$ cat src/rtl/chg_tmr_pkg.sv
package chg_tmr_pkg;

    typedef enum logic [2:0] {
        PH_IDLE    = 3'd0,
        PH_TRICKLE = 3'd1,
        PH_PRE     = 3'd2,
        PH_FAST    = 3'd3,
        PH_TOPOFF  = 3'd4
    } phase_e;

    typedef struct packed {
        logic       slow_en;
        logic       tmr_en;
        logic       pre_short;
        logic       fast_long;
        logic [1:0] topoff_sel;
    } tmr_cfg_t;

    localparam tmr_cfg_t CFG_RST = '{slow_en: 1'b1, tmr_en: 1'b1, pre_short: 1'b0,
                                     fast_long: 1'b0, topoff_sel: 2'd0};

    localparam int unsigned PRE_STD_MIN   = 150;
    localparam int unsigned PRE_SHORT_MIN = 37;
    localparam int unsigned FAST_STD_MIN  = 870;
    localparam int unsigned FAST_LONG_MIN = 1680;
    localparam int unsigned MAX_MIN       = FAST_LONG_MIN;

    function automatic logic is_timed(input phase_e ph);
        return (ph == PH_TRICKLE) || (ph == PH_PRE) || (ph == PH_FAST);
    endfunction

    function automatic int unsigned safety_minutes(input phase_e ph, input tmr_cfg_t c);
        case (ph)
            PH_TRICKLE, PH_PRE: return c.pre_short ? PRE_SHORT_MIN : PRE_STD_MIN;
            PH_FAST:            return c.fast_long ? FAST_LONG_MIN : FAST_STD_MIN;
            default:            return 0;
        endcase
    endfunction

    function automatic int unsigned topoff_minutes(input logic [1:0] sel);
        case (sel)
            2'd1:    return 17;
            2'd2:    return 35;
            2'd3:    return 52;
            default: return 0;
        endcase
    endfunction

endpackage

$ cat src/rtl/chg_tmr_tick_gate.sv
module chg_tmr_tick_gate (
    input  logic clk,
    input  logic rst,
    input  logic clr,
    input  logic tick,
    input  logic slowed,
    output logic eff_tick
);
    logic half_q;

    always_ff @(posedge clk) begin
        if (rst || clr)
            half_q <= 1'b0;
        else if (slowed && tick)
            half_q <= ~half_q;
        else if (!slowed)
            half_q <= 1'b0;
    end

    assign eff_tick = tick & (~slowed | half_q);

    // two consecutive slowed ticks are never both counted
    a_r5_half_rate: assert property (@(posedge clk) disable iff (rst)
        (slowed && tick && !clr && eff_tick) |=> !(slowed && tick && eff_tick));

    // a skipped slowed tick is followed by a counted one
    a_r5_alternate: assert property (@(posedge clk) disable iff (rst)
        (slowed && tick && !clr && !eff_tick) |=> (!(slowed && tick) || clr || eff_tick));

endmodule

$ cat src/rtl/chg_tmr_safety_cnt.sv
module chg_tmr_safety_cnt #(
    parameter int CNT_W = 17
) (
    input  logic             clk,
    input  logic             rst,
    input  logic             clr,
    input  logic             eff_tick,
    input  logic             rearm,
    input  logic [CNT_W-1:0] limit,
    output logic             expired,
    output logic             evt
);
    logic [CNT_W-1:0] cnt_q;
    logic             exp_q;
    logic             exp_d_q;

    always_ff @(posedge clk) begin
        if (rst) begin
            cnt_q   <= '0;
            exp_q   <= 1'b0;
            exp_d_q <= 1'b0;
        end else begin
            exp_d_q <= exp_q;
            if (clr) begin
                cnt_q <= '0;
            end else if (eff_tick && !exp_q) begin
                if (cnt_q >= limit - 1'b1) begin
                    cnt_q <= '0;
                    exp_q <= 1'b1;
                end else begin
                    cnt_q <= cnt_q + 1'b1;
                end
            end
            if (rearm)
                exp_q <= 1'b0;
        end
    end

    assign expired = exp_q;
    assign evt     = exp_q & ~exp_d_q;

    // expiry is sticky until charging is re-enabled
    a_r7_sticky: assert property (@(posedge clk) disable iff (rst)
        (exp_q && !rearm) |=> exp_q);

    // the expiry event never lasts two cycles
    a_r8_evt_single: assert property (@(posedge clk) disable iff (rst)
        evt |=> !evt);

    // a clear request empties the elapsed count
    a_r9_clear: assert property (@(posedge clk) disable iff (rst)
        clr |=> (cnt_q == '0));

endmodule

$ cat src/rtl/chg_tmr_topoff_cnt.sv
module chg_tmr_topoff_cnt #(
    parameter int CNT_W = 12
) (
    input  logic             clk,
    input  logic             rst,
    input  logic             clr,
    input  logic             tick,
    input  logic [CNT_W-1:0] limit,
    output logic             done
);
    logic [CNT_W-1:0] cnt_q;
    logic             done_q;

    always_ff @(posedge clk) begin
        if (rst || clr) begin
            cnt_q  <= '0;
            done_q <= 1'b0;
        end else if (tick && !done_q) begin
            if (cnt_q >= limit - 1'b1)
                done_q <= 1'b1;
            else
                cnt_q <= cnt_q + 1'b1;
        end
    end

    assign done = done_q;

    // done holds while top-off continues
    a_r10_done_holds: assert property (@(posedge clk) disable iff (rst)
        (done_q && !clr) |=> done_q);

    // the count is frozen once done
    a_r10_frozen: assert property (@(posedge clk) disable iff (rst)
        done_q |=> ($stable(cnt_q) || cnt_q == '0));

endmodule

$ cat src/rtl/chg_safety_timer.sv
module chg_safety_timer
    import chg_tmr_pkg::*;
#(
    parameter int TICKS_PER_MIN = 60
) (
    input  logic       clk,
    input  logic       rst,
    input  logic       tick,
    input  logic [2:0] phase,
    input  logic       chg_en,
    input  logic       in_reg_act,
    input  logic       therm_reg_act,
    input  logic       cfg_wr,
    input  logic [5:0] cfg_wdata,
    input  logic       reg_reset,
    output logic [5:0] cfg_rdata,
    output logic       safety_expired,
    output logic       expire_evt,
    output logic       chg_inhibit,
    output logic       topoff_done
);
    localparam int S_W = $clog2(MAX_MIN * TICKS_PER_MIN + 1);
    localparam int T_W = $clog2(52 * TICKS_PER_MIN + 1);

    tmr_cfg_t   cfg_q;
    logic [2:0] phase_q;
    logic       chg_q;
    phase_e     ph;
    logic       tmr_rst, s_clr, t_clr, slowed, rearm, eff_tick;
    logic [S_W-1:0] s_lim;
    logic [T_W-1:0] t_lim;

    always_ff @(posedge clk) begin
        if (rst || reg_reset)
            cfg_q <= CFG_RST;
        else if (cfg_wr)
            cfg_q <= tmr_cfg_t'(cfg_wdata);
    end

    always_ff @(posedge clk) begin
        if (rst) begin
            phase_q <= 3'd0;
            chg_q   <= 1'b0;
        end else begin
            phase_q <= phase;
            chg_q   <= chg_en;
        end
    end

    always_comb begin
        ph      = phase_e'(phase);
        tmr_rst = rst | reg_reset;
        slowed  = cfg_q.slow_en & (in_reg_act | therm_reg_act);
        rearm   = chg_en & ~chg_q;
        s_clr   = (phase != phase_q) | ~chg_en | ~cfg_q.tmr_en | ~is_timed(ph);
        t_clr   = (ph != PH_TOPOFF) | (phase != phase_q) | ~chg_en | (cfg_q.topoff_sel == 2'd0);
        s_lim   = S_W'(safety_minutes(ph, cfg_q) * TICKS_PER_MIN);
        t_lim   = T_W'(topoff_minutes(cfg_q.topoff_sel) * TICKS_PER_MIN);
    end

    chg_tmr_tick_gate u_gate (
        .clk      (clk),
        .rst      (tmr_rst),
        .clr      (s_clr),
        .tick     (tick),
        .slowed   (slowed),
        .eff_tick (eff_tick)
    );

    chg_tmr_safety_cnt #(.CNT_W(S_W)) u_safety (
        .clk      (clk),
        .rst      (tmr_rst),
        .clr      (s_clr),
        .eff_tick (eff_tick),
        .rearm    (rearm),
        .limit    (s_lim),
        .expired  (safety_expired),
        .evt      (expire_evt)
    );

    chg_tmr_topoff_cnt #(.CNT_W(T_W)) u_topoff (
        .clk   (clk),
        .rst   (tmr_rst),
        .clr   (t_clr),
        .tick  (tick),
        .limit (t_lim),
        .done  (topoff_done)
    );

    assign cfg_rdata   = cfg_q;
    assign chg_inhibit = safety_expired;

    // a disabled safety timer cannot raise expiry
    a_r6_disabled: assert property (@(posedge clk) disable iff (rst || reg_reset)
        (!cfg_q.tmr_en && !safety_expired) |=> !safety_expired);

    // register reset restores the default configuration
    a_r11_cfg_restore: assert property (@(posedge clk) disable iff (rst)
        reg_reset |=> (cfg_rdata == 6'h30 && !safety_expired && !topoff_done));

    // re-enabling charging clears the expired status
    a_r7_rearm: assert property (@(posedge clk) disable iff (rst || reg_reset)
        (chg_en && !chg_q) |=> !safety_expired);

endmodule

$ cat config.mk
export PLATFORM = sky130hd
export DESIGN_NAME = chg_safety_timer
export DESIGN_NICKNAME = d
export VERILOG_FILES = /design/src/rtl/chg_tmr_pkg.sv /design/src/rtl/chg_tmr_tick_gate.sv /design/src/rtl/chg_tmr_safety_cnt.sv /design/src/rtl/chg_tmr_topoff_cnt.sv /design/src/rtl/chg_safety_timer.sv
export SDC_FILE = /design/constraint.sdc
export NUM_CORES = 1
export LEC_CHECK = 0
export ABC_AREA = 1
export BUFFER_PORTS_ARGS = -buffer_cell sky130_fd_sc_hd__buf_2
export CORE_ASPECT_RATIO = 2
export CORE_UTILIZATION = 60
export CTS_CLUSTER_SIZE = 24
export DETAILED_ROUTE_END_ITERATION = 16
export MAX_ROUTING_LAYER = met4
export PLACE_DENSITY = 0.79
export SLEW_MARGIN = 0
export SYNTH_ARGS = -nofsm -noshare
export SYNTH_HDL_FRONTEND = slang
export SYNTH_SLANG_ARGS = --single-unit
export TNS_END_PERCENT = 50
$ cat constraint.sdc
create_clock -name clk -period 14.1 [get_ports clk]
set_input_delay 1.41 -clock clk [delete_from_list [all_inputs] [get_ports clk]]
set_output_delay 1.41 -clock clk [all_outputs]
set_load 0.02 [all_outputs]
==> flow_summary.ini <==
[status]
run_status = finished clean

[min_path]
hold-path-endpoint = cfg_rdata[4]$_SDFFE_PP1P_
hold_crit_class = flip-flop to flip-flop
number_of_cells_traversed_by_the_worst_hold_path = 2
hold_start = cfg_rdata[4]$_SDFFE_PP1P_

[yosys]
synthDominantCellAreaShare = 0.2266
unique_masters_post_synth = 38
synth_warnings = 0
synth_top_flop_cell = sky130_fd_sc_hd__dfxtp_1
synthesis.area_per_instance_um2 = 6.688
most_frequently_used_cell_type_in_the_post_synthesis_netlist = sky130_fd_sc_hd__nand2_1
synth.yosys.seq_area_share = 0.2266
synth.net_count = 644
synth_enable_flop_cells = 0
syn_inst = 568
share_of_flip_flops_with_an_asynchronous_set_or_reset = 0
netlist_top_cells_count = sky130_fd_sc_hd__nand2_1 (141), sky130_fd_sc_hd__inv_1 (88), sky130_fd_sc_hd__nor2_1 (64)
synth.largest_area_cell = sky130_fd_sc_hd__dfxtp_1
postSynthRegisterBits = 43
synth.top_cells.by_area = sky130_fd_sc_hd__dfxtp_1 (23%), sky130_fd_sc_hd__ha_1 (17%), sky130_fd_sc_hd__nand2_1 (14%)
mappedNetlistArea_mm2 = 0.003799

[sta]
fmax_achieved_ghz = 0.1581
layout_min_cycle_time_ns = 6.326
layout_worst_path_cycle_share = 0.4487
timing.final.ws_setup_ns = 7.774
grt_setup_unrepaired = no
slew-limit-headroom = 0.3717
max_slew_violation_total_from_the_final_report = 0
max_slew.worst_pin.slew_ns = 0.9390
fin_tns_setup_ns = 0
setup_violations = 0
timing_hold_violations_final = 0
clock-skew-final_ns = 0.003557

[power]
seq_power_share = 0.340
fraction_of_power_consumed_by_the_clock_network = 0.339
p_per_area_mw_per_mm2 = 87.80
p_sw_frac = 0.3450
cell_internal_pwr_mw = 0.2389
static_leak_nw = 2.080
ir_drop_v = 0.0001053
comb_power_share = 0.321
p_switching_mw = 0.1258

[setup_path]
r2r-start = cfg_rdata[3]$_SDFFE_PP0P_
crit_path_leading_delay_family = simple AND/OR/NAND/NOR gates
worst_r2r_endpoint = u_safety.cnt_q[12]$_SDFFE_PP0P_
critPathMaxStageDelay_ns = 0.51
critical_path_class = input pin to flip-flop
critical_path_peak_fanout = 15
crit_required_ns = 14.28
crit_path_top_delay_cell = sky130_fd_sc_hd__fa_1
worstPathBufferInverterCount = 4
timing.critical_path.mode_cell = sky130_fd_sc_hd__nand2_1
worstSetupEndpointType = flip-flop
critical_path.startpoint_type = input pin
critical_path_cell_count = 34
arrival_ns = 6.50
regToRegSetupSlack_ns = 9.06
worstRegToRegCells = 30
cp-startpoint = phase[1]

[cts]
ctsHoldBuffers = 0
tritoncts = built
cts_sinks = 43
numCtsBuffers = 5
root_buffer = sky130_fd_sc_hd__clkbuf_16
clock_input_transition_at_the_sequential_cells_of_the_worst_setup_and_hold_paths_ns = 0.06
postCtsResizedCells = 0
clk_latency_worst_skew_pair_ns = 0.29
clock_tree.buffer_depth = 2
post-cts-setup-buffer-count = 0
cts-htree-levels = 2

[global_route]
globalRouteMet2Util = 0.6192
grt_util_met1 = 0.2458
grt_max_degree = 16
grt.overflow.total = 0
gr-usage-all-layers = 0.3164
antenna_found_initial = 0
top_usage_layer = met2
grt_pass1_vias = 3779
grt_first_pass_wirelength_mm = 15.59
grt_use_met3 = 0.05085

[floorplanning]
io_pins = 27
floorplan.die.height_um = 114.5
start_util = 0.6273
die_w_um = 58.27
floorplan.rows = 40
die_outline_area_mm2 = 0.006673
coreArea_mm2 = 0.006056

[drt]
detail_route.vias_per_cell = 5.369
postRouteWirelength_mm = 9.330
drt.antenna.violating_nets = 0
drt_first_iter_violations = 128
avgRoutedWirePerCell_um = 13.70
route.detailed.drc = 0
vias_post_dr = 3656
detail_route.first_pass.iterations = 4

[run]
maxCapViolCount = 0

[place]
port_buffer_count = 26
dp.final_hpwl_mm = 7.603
placement.setup.worst_slack_ns = 7.595
placed_cell_area_mm2 = 0.003998
globalplace.congestion = 0.9769

[layout]
drive_above_1_share = 0.1173
nNetsFinal = 672
fillcell_total = 540
antenna_cells_inserted = 0
area_overhead_of_the_layout_relative_to_synthesis_pct = 9.354
regArea_um2 = 860.8
finalInstanceArea_mm2 = 0.004154
area_of_the_multi_input_gates_mm2 = 0.002537
final_util = 0.6860
[worst register-to-register path, delay by kind of cell (launching register included)]
family	cells	cell delay [ns]
XOR/XNOR	1	0.16
AND/OR/NAND/NOR	22	2.78
adder cells (fa/ha/maj)	4	1.47
buffers and inverters	3	0.16
flip-flops	1	0.34
[power groups by stage]
| stage | Combinational [mW] | Sequential (mW) | Clock, mW |
|---|---|---|---|
| floorplan | 0.0859 | 0.127 | 0 |
| global placement | 0.110 | 0.127 | 0 |
| detailed placement | 0.115 | 0.127 | 0 |
| CTS | 0.116 | 0.124 | 0.124 |
| global route | 0.133 | 0.124 | 0.127 |
| finish | 0.117 | 0.124 | 0.124 |
[layout by cell type, fill, tap and decap left out, types with 2 or more instances in the layout]
cell type                   count
sky130_fd_sc_hd__nand2_1      141
sky130_fd_sc_hd__inv_1         88
sky130_fd_sc_hd__nor2_1        64
sky130_fd_sc_hd__ha_1          51
sky130_fd_sc_hd__dfxtp_1       43
sky130_fd_sc_hd__nand3_1       36
sky130_fd_sc_hd__buf_2         26
sky130_fd_sc_hd__a21oi_1       21
sky130_fd_sc_hd__nor2_2        18
sky130_fd_sc_hd__xor2_1        16
sky130_fd_sc_hd__o21ai_0       12
sky130_fd_sc_hd__nor3_1        10
sky130_fd_sc_hd__nand4_1       10
sky130_fd_sc_hd__inv_2          9
sky130_fd_sc_hd__fa_1           8
sky130_fd_sc_hd__o21ai_1        6
sky130_fd_sc_hd__clkbuf_16      5
sky130_fd_sc_hd__xnor2_1        4
sky130_fd_sc_hd__or2_2          3
sky130_fd_sc_hd__nor2_4         2
sky130_fd_sc_hd__nand2_2        2
sky130_fd_sc_hd__and2_1         2
sky130_fd_sc_hd__a21o_1         2
sky130_fd_sc_hd__o21a_1         2
sky130_fd_sc_hd__clkbuf_8       2
[worst max path at each step]
stage	endpoint	slack, ns
floorplan	u_safety.cnt_q[2]$_SDFFE_PP0P_	8.44
global placement	u_safety.cnt_q[12]$_SDFFE_PP0P_	7.70
detailed placement	u_safety.cnt_q[12]$_SDFFE_PP0P_	7.59
CTS	u_safety.cnt_q[12]$_SDFFE_PP0P_	7.88
global route	u_safety.cnt_q[0]$_SDFFE_PP0P_	7.23
finish	u_safety.cnt_q[12]$_SDFFE_PP0P_	7.77
[metrics by stage]
| step | power (mW) | std cells | hold WS, ns |
|---|---|---|---|
| after global routing | 0.3842 | 681 | 0.5274 |
| after detailed placement | 0.2418 | 673 | 0.4704 |
| after global placement | 0.2370 | 673 | 0.4732 |
| after CTS | 0.3639 | 681 | 0.4848 |
| after floorplan | 0.2132 | 568 | 0.4644 |
| final | 0.3647 | 681 | 0.4860 |
[final cells by class]
cell class / count / share of cell area
multi-input combinational: 423 / 0.6108
sequential: 43 / 0.2072
inverter: 97 / 0.08765
clock buffer: 8 / 0.03765
timing repair buffer: 26 / 0.03133
tap: 84 / 0.02530
[sequential cells by signal, indices dropped and copies added (netlist names)]
register / cells
u_safety.expired: 1
cfg_rdata: 6
u_safety.exp_d_q: 1
phase_q: 3
u_topoff.done: 1
u_safety.cnt_q: 17
chg_q: 1
u_gate.half_q: 1
u_topoff.cnt_q: 12
[cells by family (layout without fill, tap and decap cells)]
group,count (synthesis),after routing,share of synthesized area
simple gates,296,296,0.3435
compound gates,46,46,0.06456
other cells,1,1,0.0009872
buf+inv,102,131,0.1054
mux,1,1,0.002635
flops,43,43,0.2266
fa+ha+maj,59,59,0.2101
xor+xnor,20,20,0.04611
[routing by layer]
layer | up-vias | wire length (um)
met5 | - | 0
met4 | 0 | 590
met3 | 45 | 263
met2 | 91 | 5367
met1 | 1680 | 3108
li1 | 1840 | -
Note: power is estimated with default switching activity, not from simulation.
